--- config.mk ---
export PLATFORM = sky130hd
export DESIGN_NAME = io_sel_top
export DESIGN_NICKNAME = d
export VERILOG_FILES = /design/src/rtl/io_sel_pkg.sv /design/src/rtl/io_window_decode.sv /design/src/rtl/io_board_match.sv /design/src/rtl/io_strobe_gen.sv /design/src/rtl/io_sel_top.sv
export SDC_FILE = /design/constraint.sdc
export NUM_CORES = 1
export LEC_CHECK = 0
export ABC_AREA = 1
export BUFFER_PORTS_ARGS = -buffer_cell sky130_fd_sc_hd__buf_2
export CAP_MARGIN = 20
export CORE_AREA = 2 2 39 41
export DETAILED_ROUTE_END_ITERATION = 8
export DIE_AREA = 0 0 41 43
export PLACE_DENSITY = 0.67
export RECOVER_POWER = 50
export SYNTH_ARGS = -nofsm -noshare
export SYNTH_HDL_FRONTEND = slang
export SYNTH_SLANG_ARGS = --single-unit
--- constraint.sdc ---
create_clock -name vclk -period 1.25
set_input_delay 0.1875 -clock vclk [all_inputs]
set_output_delay 0.1875 -clock vclk [all_outputs]
set_load 0.05 [all_outputs]
--- src/rtl/io_sel_pkg.sv ---
package io_sel_pkg;
  localparam int unsigned ADDR_W = 16;
  localparam int unsigned WIN_W  = 11;
  localparam int unsigned IDX_W  = 4;
  localparam int unsigned PERS_W = 2;
  localparam int unsigned BLK_W  = ADDR_W - WIN_W;
  localparam int unsigned ID_W   = WIN_W - IDX_W;
  localparam int unsigned N_PERS = 1 << PERS_W;

  typedef logic [BLK_W-1:0] blk_t;

  // 2 KB block number of the I/O window for each personality code
  function automatic blk_t pers_block(input int unsigned code);
    case (code)
      0:       return blk_t'(5'h1D);
      1:       return blk_t'(5'h12);
      2:       return blk_t'(5'h18);
      default: return blk_t'(5'h1B);
    endcase
  endfunction
endpackage

--- src/rtl/io_window_decode.sv ---
module io_window_decode
  import io_sel_pkg::*;
(
  input  logic [BLK_W-1:0]  blk_i,
  input  logic [PERS_W-1:0] pers_i,
  output logic              io_sel_no
);
  logic [N_PERS-1:0] hit;

  for (genvar g = 0; g < N_PERS; g++) begin : g_pers
    assign hit[g] = (blk_i == pers_block(g));
  end

  assign io_sel_no = ~hit[pers_i];
endmodule

--- src/rtl/io_board_match.sv ---
module io_board_match
  import io_sel_pkg::*;
(
  input  logic            io_sel_ni,
  input  logic [ID_W-1:0] addr_id_i,
  input  logic [ID_W-1:0] board_id_i,
  output logic            board_cs_no
);
  assign board_cs_no = io_sel_ni | (addr_id_i != board_id_i);
endmodule

--- src/rtl/io_strobe_gen.sv ---
module io_strobe_gen (
  input  logic phi2_i,
  input  logic rw_i,
  input  logic strobe_or_i,
  input  logic io_sel_ni,
  input  logic board_cs_ni,
  output logic rd_no,
  output logic wr_no
);
  logic rd_bus_n, wr_bus_n, gate_n;

  // bus-style strobes, carrying timing and direction only
  assign rd_bus_n = ~(phi2_i & rw_i);
  assign wr_bus_n = ~(phi2_i & ~rw_i);

  // OR mode folds in the shared select; normal mode uses the board match
  assign gate_n = strobe_or_i ? io_sel_ni : board_cs_ni;

  assign rd_no = rd_bus_n | gate_n;
  assign wr_no = wr_bus_n | gate_n;
endmodule

--- src/rtl/io_sel_top.sv ---
module io_sel_top
  import io_sel_pkg::*;
(
  input  logic [ADDR_W-1:0] addr_i,
  input  logic [PERS_W-1:0] pers_i,
  input  logic              phi2_i,
  input  logic              rw_i,
  input  logic [ID_W-1:0]   board_id_i,
  input  logic              strobe_or_i,
  output logic              io_sel_no,
  output logic              board_cs_no,
  output logic [IDX_W-1:0]  reg_idx_o,
  output logic              rd_no,
  output logic              wr_no
);
  logic sel_n, cs_n;

  io_window_decode u_win (
    .blk_i     (addr_i[ADDR_W-1:WIN_W]),
    .pers_i    (pers_i),
    .io_sel_no (sel_n)
  );

  io_board_match u_match (
    .io_sel_ni   (sel_n),
    .addr_id_i   (addr_i[WIN_W-1:IDX_W]),
    .board_id_i  (board_id_i),
    .board_cs_no (cs_n)
  );

  io_strobe_gen u_strb (
    .phi2_i      (phi2_i),
    .rw_i        (rw_i),
    .strobe_or_i (strobe_or_i),
    .io_sel_ni   (sel_n),
    .board_cs_ni (cs_n),
    .rd_no       (rd_no),
    .wr_no       (wr_no)
  );

  assign io_sel_no   = sel_n;
  assign board_cs_no = cs_n;
  assign reg_idx_o   = addr_i[IDX_W-1:0];
endmodule

== Word level (Yosys, flattened, before mapping) ==
Index checks and enable logic that the tools add are counted.
Widths: inputs -> output; s select.
Storage, ports and cells
  flip-flop bits (word level): 0
  output and inout bits: 8
  word-level logic and storage cells: 18
Cells by class
  magnitude comparators: 1
  equality and inequality tests: 5
  muxes and demuxes: 3
  bitwise gates (word level): 9
Operator list (count)
  $eq 5x5->1 const B: 4
  $ne 7x7->1: 1
  $not 1->1: 4
  $lt 2x3->1 const B: 1
  $or 1x1->1: 3
  $and 1x1->1: 2
  $bmux 1 s2: 1
  $mux 1: 2

== Longest topological paths before layout ==
  word-level depth: 7
  mapped depth: 9
  gate-level depth less buffers: 9

== Modules after synthesis ==
From an unflattened synthesis, not the netlist that was laid out.
Unflattened totals
  cells, all modules: 74
  area, all modules: 309.0 µm²
Modules (own cells, without submodules)
  io_board_match: instances 1, cells each 43, area each 162.7 µm², sequential area each 0.0 µm²
  io_window_decode: instances 1, cells each 18, area each 77.6 µm², sequential area each 0.0 µm²
  io_strobe_gen: instances 1, cells each 9, area each 38.8 µm², sequential area each 0.0 µm²
  io_sel_top: instances 1, cells each 4, area each 30.0 µm², sequential area each 0.0 µm²

== Least setup slack after synthesis ==
No wires, ideal clock.
  path kind: input -> output
  start: input addr_i[13]
  end: output rd_no
  arrival: 1.066 ns
  data required time: 1.062 ns
  setup slack: -0.003 ns
  stages on the path: 8
  path buffers: 0
  cell sequence: inv_1 -> nand2_1 -> nor2_1 -> nand2_1 -> nand2_1 -> nand2_1 -> nor2_2 -> nand3_1
On the way
  word-level cells in the longest chain between the ends: 7
RTL lines
  start, declared: RTL line io_sel_top.sv:4  | input logic [ADDR_W-1:0] addr_i,
  $eq 5x5->1: RTL line io_window_decode.sv:11  | assign hit[g] = (blk_i == pers_block(g));
  $bmux 1 s2 (*): RTL line io_window_decode.sv:14  | assign io_sel_no = ~hit[pers_i];
  $mux 1 (not written as such) (*): RTL line io_window_decode.sv:14
  $not 1->1 (*): RTL line io_window_decode.sv:14
  $or 1x1->1: RTL line io_board_match.sv:9  | assign board_cs_no = io_sel_ni | (addr_id_i != board_id_i);
  $mux 1 (*): RTL line io_strobe_gen.sv:17  | assign gate_n = strobe_or_i ? io_sel_ni : board_cs_ni;
  $or 1x1->1 (*): RTL line io_strobe_gen.sv:19  | assign rd_no = rd_bus_n | gate_n;
  end, declared: RTL line io_sel_top.sv:13  | output logic rd_no,
Mark *: on every way between the ends. The rest lies on a longest branch, timed or not. The select of a mux whose other input is x is not followed.

== Worst setup path after layout ==
  start: input addr_i[11]
  end: output rd_no
The elaborated chain is that of the path after synthesis.

==> results.toml <==
[clock_network]
hold_buffers = 0
post_cts_buffers = 0

[cells_and_area]
design_area_um2 = 556
fin_nets = 124
final_cell_mix = "23 x nand2_1, 15 x buf_2, 13 x inv_1, 12 x buf_6, 7 x nand2_2"
seq_area_um2 = 0
flops_and_latches = 0
fill_cells = 150
multi_input_area_um2 = 230
post-route-util_pct = 40.1
drive_gt1_share_pct = 50.0
diodes = 0
nClkBuffers = 0
syn_to_final_growth_pct = 85.0
layout_commonest_cell = "nand2_1"

[route]
ant_nets = 0
drc_errors = 0
drt-vias-per-instance = 3.94
wl_per_cell_um = 6.88
vias = 433
first_iter_violations = 1
wirelength_um = 757
firstDrtPassIters = 4

[setup_path]
worst-endpoint-arrival_ns = 1.04
crit_fanout = 4
critical_path_buf_inv_count = 3
crit_family = "simple AND/OR/NAND/NOR gates"
worstPathCellList = "buf_6 -> inv_4 -> nand2_2 -> nor3_2 -> nor2_1 -> nor2_4 -> nand3_1 -> buf_6"
cp_slowest_stage_delay_ns = 0.17
cp_common_cell = "buf_6"
end_kind = "primary output"
cp.required_ns = 1.06
crit_path_top_delay_cell = "buf_6"
start_kind = "input pin"
critPathKind = "in2out"

[yosys]
ys.warnings.count = 0
synthTopCellsByArea = "nand2_1 38%, inv_1 25%, buf_4 10%, nor2_1 10%, nand3_1 6.7%"
synth_area_leader_cell = "nand2_1"
synth_top_area_share_pct = 37.5
avgSynthCellArea_um2 = 4.29
syn_area_um2 = 300
synth_nets = 98
syn_inst = 70
ys_seq_area_share_pct = 0
synth_cell_types = 9

[global_routing]
grt_max_degree = 5
overflow = 0
grt_pass1_wl_mm = 1.08
antenna_found_initial = 0
track_usage_pct = 7.99
grt_pass1_vias = 323

[timing]
final-hold-violation-count = 0
tns_ns = 0
period_needed_ns = 1.23
slew_headroom_pct = 87.4
maxSlewViolCount = 0
setup_ws_ns = 0.0219
rsz0062_at_grt = "yes"
period_share_pct = 98.3
fmax_mhz = 814
setup_viol = 0
tightest_slew_ns = 0.188

[die]
die_x_um = 41
row_count = 14
initial_core_util_pct = 21.7
core_um2 = 1380
die_y_um = 43
dieArea_um2 = 1760
num_io_pins = 36

[job]
maxCapViolCount = 0

[pwr]
peakVddDrop_mv = 0.0836
p_per_area_nw_per_um2 = 275
p_leak_nw = 0.344

[run_status]
status = "complete, no violations"

[placement]
placed_cell_area_um2 = 430
post-place-ws_ns = -0.0667
gp_congestion = 0.540
port_buffers = 28
hpwlAfterDp_um = 638

[min_path]
hp-class = "in2out"
[cell type report]
type               count  share of cell area, %
repair buffers        28                   40.5
multi-input cells     46                   41.4
well taps             16                   3.60
inverters             20                   14.4
[cell usage after synthesis (all sizes together)]
cell type and number:
nand3 4, o21bai 1, xnor2 1, nand2 30
nor3 1, buf 4, inv 20, nor2 9
[what timing repair did]
action,4_1_cts,5_1_grt
hold endpoints to repair,0,0
gates cloned,0,0
endpoints found under the setup margin,4,4
pin swaps,9,17
gates resized for setup,12,28
[final timing paths]
path	slack, ns	depth (start not counted)	from	end
max	0.02	8	addr_i[11]	rd_no
min	0.38	0	addr_i[3]	reg_idx_o[3]
[per-layer routing]
| layer | vias up | track usage [%] | share of wire, % |
|---|---|---|---|
| met5 | - | 0 | 0 |
| met4 | 0 | 0.667 | 0 |
| met3 | 0 | 0.524 | 11 |
| met2 | 19 | 16.3 | 54 |
| met1 | 172 | 8.23 | 35 |
| li1 | 242 | - | - |
[metrics by stage]
stage                     hold slack (ns)  cells  total power [mW]
final                               0.375    110             0.153
after global placement              0.375    110             0.110
after global routing                0.375    110             0.171
after floorplan                     0.542     70            0.0955
after detailed placement            0.375    110             0.114
after CTS                           0.375    110             0.123
[cell families (layout without fill, tap and decap cells)]
| group | after synthesis | count (layout) | synth area share [%] |
|---|---|---|---|
| buffers and inverters | 24 | 48 | 35.0 |
| AND/OR/NAND/NOR | 44 | 44 | 59.6 |
| AO/OA/AOI/OAI | 1 | 1 | 2.50 |
| XOR/XNOR | 1 | 1 | 2.92 |
[power breakdown]
part	switching [mW]	internal [mW]	total, mW
sequential	0	0	0
combinational	0.0734	0.0792	0.153
clock	0	0	0
Power figures use the tool's default switching activity.
